===== src/rtl/wis_pkg.sv =====
package wis_pkg;

    typedef enum logic [2:0] {
        WS_EMPTY    = 3'd0,
        WS_READY    = 3'd1,
        WS_ISSUING  = 3'd2,
        WS_WAIT_MEM = 3'd3,
        WS_DONE     = 3'd4
    } wave_state_e;

endpackage


===== src/rtl/wis_admit.sv =====
module wis_admit #(
    parameter int NUM_SLOTS = 8,
    parameter int RF_SIZE   = 256,
    parameter int GPR_W     = 9,
    parameter int SLOT_W    = 3
) (
    input  logic [NUM_SLOTS-1:0] empty_i,
    input  logic [GPR_W-1:0]     alloc_i,
    input  logic [GPR_W-1:0]     req_i,
    output logic                 ready_o,
    output logic [SLOT_W-1:0]    slot_o
);
    localparam int SUM_W = GPR_W + 1;

    logic             any_empty;
    logic [SUM_W-1:0] total;

    always_comb begin
        any_empty = 1'b0;
        slot_o    = '0;
        for (int i = NUM_SLOTS - 1; i >= 0; i--) begin
            if (empty_i[i]) begin
                any_empty = 1'b1;
                slot_o    = SLOT_W'(i);
            end
        end
        total   = {1'b0, alloc_i} + {1'b0, req_i};
        ready_o = any_empty && (total <= SUM_W'(RF_SIZE));
    end
endmodule


===== src/rtl/wis_pick.sv =====
module wis_pick #(
    parameter int NUM_SLOTS = 8,
    parameter int TICKET_W  = 16,
    parameter int SLOT_W    = 3
) (
    input  logic [NUM_SLOTS-1:0]               ready_i,
    input  logic [NUM_SLOTS-1:0][TICKET_W-1:0] tkt_i,
    input  logic [TICKET_W-1:0]                now_i,
    output logic                               found_o,
    output logic [SLOT_W-1:0]                  idx_o
);
    logic [NUM_SLOTS-1:0][TICKET_W-1:0] age;

    // age since admission, modulo the ticket width
    for (genvar g = 0; g < NUM_SLOTS; g++) begin : g_age
        assign age[g] = now_i - tkt_i[g];
    end

    logic [TICKET_W-1:0] best;

    always_comb begin
        found_o = 1'b0;
        idx_o   = '0;
        best    = '0;
        for (int i = 0; i < NUM_SLOTS; i++) begin
            if (ready_i[i] && (!found_o || age[i] > best)) begin
                found_o = 1'b1;
                idx_o   = SLOT_W'(i);
                best    = age[i];
            end
        end
    end
endmodule


===== src/rtl/wave_issue_sched.sv =====
module wave_issue_sched
    import wis_pkg::*;
#(
    parameter int NUM_SLOTS    = 8,
    parameter int LANES        = 16,
    parameter int WAVE_THREADS = 64,
    parameter int RF_SIZE      = 256,
    parameter int TICKET_W     = 16,
    parameter int BUBBLE_W     = 16
) (
    input  logic                                         clk_i,
    input  logic                                         rst_ni,
    input  logic                                         adm_valid_i,
    output logic                                         adm_ready_o,
    input  logic [$clog2(RF_SIZE+1)-1:0]                 adm_gprs_i,
    output logic [$clog2(NUM_SLOTS)-1:0]                 adm_slot_o,
    output logic                                         iss_valid_o,
    output logic [$clog2(NUM_SLOTS)-1:0]                 iss_wave_o,
    output logic [$clog2(WAVE_THREADS/LANES)-1:0]        iss_group_o,
    input  logic                                         iss_mem_i,
    input  logic                                         iss_end_i,
    input  logic                                         rsp_valid_i,
    input  logic [$clog2(NUM_SLOTS)-1:0]                 rsp_wave_i,
    output logic [BUBBLE_W-1:0]                          bubble_cnt_o
);
    localparam int SLOT_W   = $clog2(NUM_SLOTS);
    localparam int GPR_W    = $clog2(RF_SIZE + 1);
    localparam int GROUPS   = WAVE_THREADS / LANES;
    localparam int GRP_W    = $clog2(GROUPS);
    localparam logic [GRP_W-1:0] LAST_GRP = GRP_W'(GROUPS - 1);

    typedef struct packed {
        wave_state_e [NUM_SLOTS-1:0]            st;
        logic [NUM_SLOTS-1:0][GPR_W-1:0]        gprs;
        logic [NUM_SLOTS-1:0][TICKET_W-1:0]     tkt;
        logic [TICKET_W-1:0]                    next_tkt;
        logic [GPR_W-1:0]                       alloc;
        logic                                   phase;
        logic [1:0]                             pos_busy;
        logic [1:0][SLOT_W-1:0]                 pos_wave;
        logic [1:0][GRP_W-1:0]                  pos_grp;
        logic [BUBBLE_W-1:0]                    bubbles;
    } sched_t;

    sched_t s_d, s_q;

    logic [NUM_SLOTS-1:0] empty_mask, ready_mask;
    for (genvar g = 0; g < NUM_SLOTS; g++) begin : g_mask
        assign empty_mask[g] = (s_q.st[g] == WS_EMPTY);
        assign ready_mask[g] = (s_q.st[g] == WS_READY);
    end

    logic              pick_found;
    logic [SLOT_W-1:0] pick_idx;

    wis_admit #(
        .NUM_SLOTS(NUM_SLOTS), .RF_SIZE(RF_SIZE), .GPR_W(GPR_W), .SLOT_W(SLOT_W)
    ) admit_i (
        .empty_i(empty_mask), .alloc_i(s_q.alloc), .req_i(adm_gprs_i),
        .ready_o(adm_ready_o), .slot_o(adm_slot_o)
    );

    wis_pick #(
        .NUM_SLOTS(NUM_SLOTS), .TICKET_W(TICKET_W), .SLOT_W(SLOT_W)
    ) pick_i (
        .ready_i(ready_mask), .tkt_i(s_q.tkt), .now_i(s_q.next_tkt),
        .found_o(pick_found), .idx_o(pick_idx)
    );

    logic              adm_fire;
    logic              cur;
    logic              iss_v;
    logic [SLOT_W-1:0] iss_w;
    logic [GRP_W-1:0]  iss_g;
    logic [GPR_W-1:0]  rel;

    always_comb begin
        s_d      = s_q;
        adm_fire = adm_valid_i && adm_ready_o;
        cur      = s_q.phase;
        s_d.phase = ~s_q.phase;
        iss_v    = 1'b0;
        iss_w    = '0;
        iss_g    = '0;

        // turn of the current position: continue, refill or idle
        if (s_q.pos_busy[cur]) begin
            iss_v = 1'b1;
            iss_w = s_q.pos_wave[cur];
            iss_g = s_q.pos_grp[cur];
        end else if (pick_found) begin
            iss_v = 1'b1;
            iss_w = pick_idx;
            s_d.pos_busy[cur] = 1'b1;
            s_d.pos_wave[cur] = pick_idx;
            s_d.st[pick_idx]  = WS_ISSUING;
        end else begin
            s_d.bubbles = s_q.bubbles + 1'b1;
        end

        // lane-group sequencing and end-of-instruction outcome
        if (iss_v) begin
            if (iss_g == LAST_GRP) begin
                s_d.pos_grp[cur] = '0;
                if (iss_end_i) begin
                    s_d.st[iss_w]     = WS_DONE;
                    s_d.pos_busy[cur] = 1'b0;
                end else if (iss_mem_i) begin
                    s_d.st[iss_w]     = WS_WAIT_MEM;
                    s_d.pos_busy[cur] = 1'b0;
                end
            end else begin
                s_d.pos_grp[cur] = iss_g + 1'b1;
            end
        end

        // retire finished wavefronts
        rel = '0;
        for (int i = 0; i < NUM_SLOTS; i++) begin
            if (s_q.st[i] == WS_DONE) begin
                s_d.st[i]   = WS_EMPTY;
                s_d.gprs[i] = '0;
                rel         = rel + s_q.gprs[i];
            end
        end

        // memory response wakes only a waiting wavefront
        if (rsp_valid_i && s_q.st[rsp_wave_i] == WS_WAIT_MEM) begin
            s_d.st[rsp_wave_i] = WS_READY;
        end

        if (adm_fire) begin
            s_d.st[adm_slot_o]   = WS_READY;
            s_d.gprs[adm_slot_o] = adm_gprs_i;
            s_d.tkt[adm_slot_o]  = s_q.next_tkt;
            s_d.next_tkt         = s_q.next_tkt + 1'b1;
        end

        s_d.alloc = s_q.alloc + (adm_fire ? adm_gprs_i : GPR_W'(0)) - rel;
    end

    always_ff @(posedge clk_i) begin
        if (!rst_ni) s_q <= '0;
        else         s_q <= s_d;
    end

    assign iss_valid_o  = iss_v;
    assign iss_wave_o   = iss_w;
    assign iss_group_o  = iss_g;
    assign bubble_cnt_o = s_q.bubbles;


    reg_budget_chk: assert property (@(posedge clk_i) disable iff (!rst_ni)
        s_q.alloc <= GPR_W'(RF_SIZE));


    admit_slot_chk: assert property (@(posedge clk_i) disable iff (!rst_ni)
        (adm_valid_i && adm_ready_o) |=> s_q.st[$past(adm_slot_o)] == WS_READY);


    group_step_chk: assert property (@(posedge clk_i) disable iff (!rst_ni)
        (iss_valid_o && iss_group_o != LAST_GRP) |-> ##2
        (iss_valid_o && iss_wave_o == $past(iss_wave_o, 2) &&
         iss_group_o == GRP_W'($past(iss_group_o, 2) + 1'b1)));


    distinct_pos_chk: assert property (@(posedge clk_i) disable iff (!rst_ni)
        (s_q.pos_busy == 2'b11) |-> s_q.pos_wave[0] != s_q.pos_wave[1]);


    no_stalled_issue_chk: assert property (@(posedge clk_i) disable iff (!rst_ni)
        iss_valid_o |-> (s_q.st[iss_wave_o] == WS_READY || s_q.st[iss_wave_o] == WS_ISSUING));


    bubble_count_chk: assert property (@(posedge clk_i) disable iff (!rst_ni)
        !iss_valid_o |=> bubble_cnt_o == $past(bubble_cnt_o) + 1'b1);


    for (genvar g = 0; g < NUM_SLOTS; g++) begin : g_done_chk
        done_release_chk: assert property (@(posedge clk_i) disable iff (!rst_ni)
            (s_q.st[g] == WS_DONE) |=> (s_q.st[g] == WS_EMPTY));
    end
endmodule


===== config.mk =====
export PLATFORM = sky130hd
export DESIGN_NAME = wave_issue_sched
export DESIGN_NICKNAME = d
export VERILOG_FILES = /design/src/rtl/wis_pkg.sv /design/src/rtl/wis_admit.sv /design/src/rtl/wis_pick.sv /design/src/rtl/wave_issue_sched.sv
export SDC_FILE = /design/constraint.sdc
export NUM_CORES = 1
export LEC_CHECK = 0
export ABC_AREA = 1
export BUFFER_PORTS_ARGS = -buffer_cell sky130_fd_sc_hd__clkbuf_2
export CAP_MARGIN = 5
export CORE_ASPECT_RATIO = 2
export CORE_MARGIN = 10
export CORE_UTILIZATION = 58
export CTS_BUF_LIST = sky130_fd_sc_hd__clkbuf_8 sky130_fd_sc_hd__clkbuf_16
export CTS_CLUSTER_SIZE = 12
export DETAILED_ROUTE_END_ITERATION = 10
export PLACE_DENSITY = 0.77
export SLEW_MARGIN = 20
export SYNTH_ARGS = -nofsm -noshare
export SYNTH_HDL_FRONTEND = slang
export SYNTH_SLANG_ARGS = --single-unit

===== constraint.sdc =====
create_clock -name clk_i -period 15.1 [get_ports clk_i]
set_input_delay 3.02 -clock clk_i [delete_from_list [all_inputs] [get_ports clk_i]]
set_output_delay 3.02 -clock clk_i [all_outputs]
set_load 0.05 [all_outputs]

=== Word level (Yosys, flattened, before mapping) ===
Index checks and enable logic that the tools add are counted.

* Output and inout bits: 26
* Bits in registers: 278

* Reduce and logical (&&, ||, !) cells: 39
* Bitwise gates (word level): 23
* Multiplexer cells: 113
* $lt $le $gt $ge: 18
* $add $sub $neg: 21
* Equality and inequality tests: 18

{| class="wikitable"
|+ Operator list
! kind !! number
|-
| $mux 240 || 1
|-
| $mux 24 || 7
|-
| $mux 9 || 18
|-
| $bwmux 128 || 1
|-
| $mux 16 || 8
|-
| $sub 16x16->16 || 8
|-
| $gt 16x16->1 || 7
|-
| $mux 3 || 30
|-
| $add 9x9->9 || 8
|-
| $bwmux 72 || 1
|-
| $and 16x16->16 || 4
|-
| $not 16->16 || 4
|-
| $demux 16 s3 || 1
|-
| $demux 3 s3 || 4
|-
| $add 16x1->16 const B || 2
|-
| $or 8x8->8 || 4
|-
| $demux 9 s3 || 1
|-
| $eq 3x1->1 const B || 8
|-
| $eq 3x3->1 const B || 8
|-
| $logic_not 3->1 || 8
|-
| $mux 1 || 22
|-
| $mux 2 || 10
|-
| $lt 3x4->1 const B || 4
|-
| $mux 8 || 2
|-
| other kinds (29) || 61
|}

=== Logic depth before layout (Yosys ltp) ===
* Depth in word-level cells: 48
* Depth in mapped cells: 132
* Mapped depth without buffers: 125

=== By module ===
A second synthesis with hierarchy kept.

* Cell total of the unflattened synthesis: 4005
* Area total of the unflattened synthesis: 26339.0 um^2

{| class="wikitable"
|+ By module, submodules not included
! module !! times used !! area an instance (um^2) !! cells an instance
|-
| wave_issue_sched || 1 || 14672.8 || 2049
|-
| wis_pick || 1 || 11080.6 || 1844
|-
| wis_admit || 1 || 585.6 || 112
|}

=== Worst setup path before layout ===
Ideal clock, no wire load.

* Path kind: register to output
* From: reg s_q[39] (netlist name)
* To: out iss_wave_o[2]
* Arrival time: 12920 ps
* Path slack: -840 ps
* Data required time: 12080 ps
* Stages on the path, launching flop included: 92
* Cell sequence: dfxtp_1 inv_2 fa_1 inv_1 nand2_1 o21ai_1 nand2_1 nand2_1 nand2_1 nand2_1 inv_1 o21bai_1 nor2_1 nor2_1 inv_1 ha_1 nand2_1 nor3_1 [56 not listed] nor4_1 nand3_1 nand2_1 nand2_1 nand2_2 buf_1 o21ai_0 ha_1 nand2_1 nor4_1 nand2_1 nand2_1 nand2_1 nand2_1 nand2_1 nand2_2 nor2_2 o21ai_2

* Word-level cells in the longest chain between the ends: 32
* Elaborated cells between the ends (all ways): 55
* Classes of those cells: add/sub (8); order compare (7); mux (20); reduce/logical (20)

{| class="wikitable"
|+ Ends and longest elaborated chain
! item !! line !! RTL
|-
| start: declaration || wave_issue_sched.sv:45 || <nowiki>sched_t s_d, s_q;</nowiki>
|-
| start signal: assignment || wave_issue_sched.sv:143 || <nowiki>if (!rst_ni) s_q <= '0;</nowiki>
|-
| start signal: assignment || wave_issue_sched.sv:144 || <nowiki>else s_q <= s_d;</nowiki>
|-
| $sub 16x16->16 || wis_pick.sv:16 || <nowiki>assign age[g] = now_i - tkt_i[g];</nowiki>
|-
| $mux 16 || wis_pick.sv:26 || <nowiki>if (ready_i[i] && (!found_o || age[i] > best)) begin</nowiki>
|-
| $gt 16x16->1 || wis_pick.sv:26 ||
|-
| $logic_or 1x1->1 || wis_pick.sv:26 ||
|-
| $logic_and 1x1->1 || wis_pick.sv:26 ||
|-
| $mux 16 or $mux 1 (tied branches) || wis_pick.sv:26 ||
|-
| $gt 16x16->1 or $logic_not 1->1 (tied branches) || wis_pick.sv:26 ||
|-
| $logic_or 1x1->1 || wis_pick.sv:26 ||
|-
| [16 not listed] || - ||
|-
| $logic_and 1x1->1 || wis_pick.sv:26 ||
|-
| $mux 16 or $mux 1 (tied branches) || wis_pick.sv:26 ||
|-
| $gt 16x16->1 or $logic_not 1->1 (tied branches) || wis_pick.sv:26 ||
|-
| $logic_or 1x1->1 || wis_pick.sv:26 ||
|-
| $logic_and 1x1->1 || wis_pick.sv:26 ||
|-
| $mux 3 or $mux 1 (tied branches) || wis_pick.sv:26 ||
|-
| $mux 3 (*) || wave_issue_sched.sv:91 || <nowiki>end else if (pick_found) begin</nowiki>
|-
| $mux 3 (*) || wave_issue_sched.sv:87 || <nowiki>if (s_q.pos_busy[cur]) begin</nowiki>
|-
| end: declaration || wave_issue_sched.sv:18 || <nowiki>output logic [$clog2(NUM_SLOTS)-1:0] iss_wave_o,</nowiki>
|}

Every way passes the cells marked *; elsewhere a longest branch is shown, timed or not.

=== Worst setup path after layout ===
* From: reg s_q[38] (netlist name)
* To: out iss_wave_o[2]

The elaborated chain is that of the path after synthesis.

==> out/metrics.csv <==
stage,metric,value,unit
synthesis,synthesized area per cell,6.74,µm²
power,Leak,15.1,nW
worst_setup_path,Critical Path End Type,output port,
clock_network,clock buffers created by TritonCTS,28,
finish,net count reported at finish,4335,
status,status,"complete, but fails checks",
route,detailed-routing iteration count for the pre-antenna-repair pass,5,
die,row cnt,107,
global_route,pin count of the biggest net entering global routing,97,
sta,max-slew headroom at the worst pin,31.2,%
global_route,number of antenna violations at the first check in global routing,4,
synthesis,number of flip-flops and latches in the synthesized netlist,278,
die,floorplan die area,52000,µm²
worst_setup_path,cell type group with the largest total delay on the critical path,simple AND/OR/NAND/NOR gates,
clock_network,deepest clock path buffer count,3,
synthesis,dominant cells by area after synthesis,"sky130_fd_sc_hd__dfxtp_1, sky130_fd_sc_hd__ha_1, sky130_fd_sc_hd__nand2_1, sky130_fd_sc_hd__a21oi_1, sky130_fd_sc_hd__inv_1",
clock_network,number of sinks on the clock net,278,
global_route,sum of overflow across all layers after global routing,0,
worst_setup_path,"Worst Path Class, Setup",reg -> out,
global_route,via count of the first global-routing pass,26800,
sta,worst clock skew,0.0261,ns
die,height of the die,313,µm
place,"Cell Area, Placed",27500,µm²
power,overall power consumption,0.00570,W
synthesis,xor and xnor fraction of the mapped netlist area,5.18,%
synthesis,most common cell in the synthesized netlist,sky130_fd_sc_hd__nand2_1,
worst_setup_path,Worst Path Arrival,13.01,ns
hold_path,type of the tightest min-delay check,reg -> reg,
synthesis,complex-gate fraction of the synthesized area,22.3,%
synthesis,warning count from the yosys run,0,
sta,"Hold Vio Cnt, Final",0,
clock_network,Root Buffer,sky130_fd_sc_hd__clkbuf_16,
status,violated checks,setup timing,
synthesis,dominant register cell in the synthesized netlist,sky130_fd_sc_hd__dfxtp_1,
power,ratio of total power to cell area,186,nW/µm²
route,post-route DRC violation count,0,
synthesis,fraction of synthesis flops using an asynchronous set or reset pin,0,%
synthesis,gate count of the mapped netlist,3687,
flow_run,number of max-cap violations,0,
sta,Period minus WS final,16.03,ns
route,ANT nets after route,0,
route,average vias per placed instance,5.86,
worst_setup_path,CP Max Fanout,6,
finish,fraction of layout cells with a size suffix above 1,20.1,%
worst_setup_path,startpoint type of the worst setup path,flip-flop,
worst_setup_path,crit path max-delay cell type,sky130_fd_sc_hd__fa_2,
die,num ports,44,
sta,count of endpoints failing setup in the final report,3,
place,HPWL reported at the end of detailed placement,70500,µm
synthesis,register area share after synthesis,22.4,%
worst_setup_path,max incr delay on CP,0.38,ns
synthesis,Post-Synth Simple-Gate Area,21.7,%
synthesis,total standard cell area after synthesis,24900,µm²
sta,Final Cycle Share,106,%
sta,maximum clock rate,0.0624,GHz
worst_setup_path,WP data required,12.08,ns
synthesis,mux share of post-synthesis cell area,0,%
clock_network,clk_lat worst skew,0.59,ns
synthesis,cell types with the highest counts after synthesis,"sky130_fd_sc_hd__nand2_1, sky130_fd_sc_hd__inv_1, sky130_fd_sc_hd__a21oi_1",
global_route,first-pass GRT wire length,141000,µm
synthesis,area share of the largest cell type after synthesis,22.4,%
synthesis,number of flops mapped to enable cells by yosys,0,
synthesis,cell type with the largest total area after synthesis,sky130_fd_sc_hd__dfxtp_1,
clock_network,clock tree from TritonCTS,built,
synthesis,adder-cell area share of the yosys netlist,17.5,%
place,global placer's final weighted congestion,1.04,
die,effective utilization at floorplan,58.6,%
clock_network,post-CTS clock slew at the launch and capture registers of the worst setup and hold paths,0.06,ns
route,count of routing violations after the opening detailed-route iteration,1605,
power,IR Drop Worst-Case VDD,0.172,mV
finish,signed area change from the synthesized netlist to the final layout,23.5,%
die,area of the core region,42400,µm²
synthesis,largest family of logic cells by synthesized area,compound AO/OA/AOI/OAI gates,
synthesis,"Net Count, Synth",4038,
route,via count,26600,
sta,Post-Route Setup TNS,-2.74,ns
finish,number of filler cells placed in the layout,3586,
die,chip width,166,µm
sta,final max-slew violation count,0,
finish,final design area excluding fillers,30700,µm²
clock_network,count of H-tree levels built during CTS,1,
route,Wirelength per Cell,20.6,µm
sta,transition time at the pin with the least slew margin,1.02,ns
global_route,Total GRT Usage,34.0,%
sta,PnR worst setup slack,-0.935,ns
place,"worst slack, placed",-1.20,ns
sta,RSZ-0062 raised after global routing,true,
worst_setup_path,worst path buffer plus inverter count,17,
synthesis,number of distinct library cell variants in the gate-level netlist after synthesis,61,
place,PortBufs,43,
route,final WL,93600,µm
-- logic make-up after synthesis --
| logic type | count (synthesis) |
|---|---|
| simple gates | 1250 |
| compound gates | 995 |
| buf+inv | 684 |
| fa+ha+maj | 333 |
| flops | 278 |
| xor+xnor | 147 |
-- report_power, final --
part	switching [W]	internal [W]
Sequential	0.0000524	0.000811
Clock	0.000317	0.000376
Combinational	0.00236	0.00178
-- cells in the final DEF, fill, tap and decap left out, types with 66 or more instances in the layout --
| master | Yosys | layout |
|---|---|---|
| sky130_fd_sc_hd__nand2_1 | 713 | 617 |
| sky130_fd_sc_hd__nand2_2 | 9 | 66 |
| sky130_fd_sc_hd__buf_4 | 25 | 319 |
| sky130_fd_sc_hd__dfxtp_1 | 278 | 270 |
| sky130_fd_sc_hd__nand3_1 | 151 | 129 |
| sky130_fd_sc_hd__o21ai_1 | 122 | 110 |
| sky130_fd_sc_hd__inv_1 | 507 | 496 |
| sky130_fd_sc_hd__xor2_1 | 113 | 110 |
| sky130_fd_sc_hd__ha_1 | 309 | 260 |
| sky130_fd_sc_hd__a21oi_1 | 479 | 455 |
| sky130_fd_sc_hd__a211oi_1 | 78 | 78 |
| sky130_fd_sc_hd__nor2_1 | 214 | 204 |
| sky130_fd_sc_hd__o21ai_0 | 190 | 176 |
-- area by class of cell --
cell class / instances / area (µm²) / share of cell area [%]
multi-input combinational: 2727 / 18300 / 59.5
sequential: 278 / 5580 / 18.2
timing repair buffer: 398 / 3230 / 10.5
inverter: 550 / 2090 / 6.82
clock buffer: 30 / 728 / 2.37
tap: 545 / 682 / 2.22
clock inverter: 9 / 115 / 0.375
timing repair inverter: 1 / 8.76 / 0.0285
antenna: 1 / 2.50 / 0.00815
-- worst paths after layout --
check | startpoint | to | slack [ns] | cells after the start
max reg2reg | s_q[38] | s_q[273] | 1.66 | 105
min reg2reg | s_q[115] | s_q[115] | 0.46 | 2
max | s_q[38] | iss_wave_o[2] | -0.93 | 98
min | s_q[115] | s_q[115] | 0.46 | 2
-- per-layer routing --
| metal | vias up | wire length (µm) | GRT usage (%) |
|---|---|---|---|
| met5 | - | 29 | 0 |
| met4 | 4 | 11400 | 34.7 |
| met3 | 525 | 4440 | 5.72 |
| met2 | 940 | 48500 | 63.7 |
| met1 | 12200 | 29200 | 28.9 |
| li1 | 12900 | - | - |
-- worst reg2reg max path, delay by kind of cell, from the launching register on --
family                     cells  cell delay, ns
and+or+nand+nor               68            7.17
adders and majority gates      9            2.42
AOI/OAI and AO/OA              9            1.18
DFF                            1            0.35
buffers and inverters         19            2.26
-- flip-flops by register name, summed over array words and instances, names as in the netlist --
name	count
s_q	261
bubble_cnt_o	16
cur	1
-- metrics by stage --
step	hold WS (ns)	util, %	instances
after CTS	0.466	70.2	4524
final	0.461	72.3	4539
after floorplan	0.433	-	3687
after global routing	0.476	72.3	4538
after global placement	0.450	64.7	4439
after detailed placement	0.456	64.7	4439
-- what timing repair did --
| action | in CTS | in global routing |
|---|---|---|
| setup buffers | 37 | 14 |
| hold buffers | 0 | 0 |
| hold endpoints to repair | 0 | 0 |
| endpoints found under the setup margin | 3 | 3 |
| resized for setup | 240 | 159 |
| cloned | 12 | 0 |
| pin swaps | 105 | 113 |
Power figures use the tool's default switching activity.
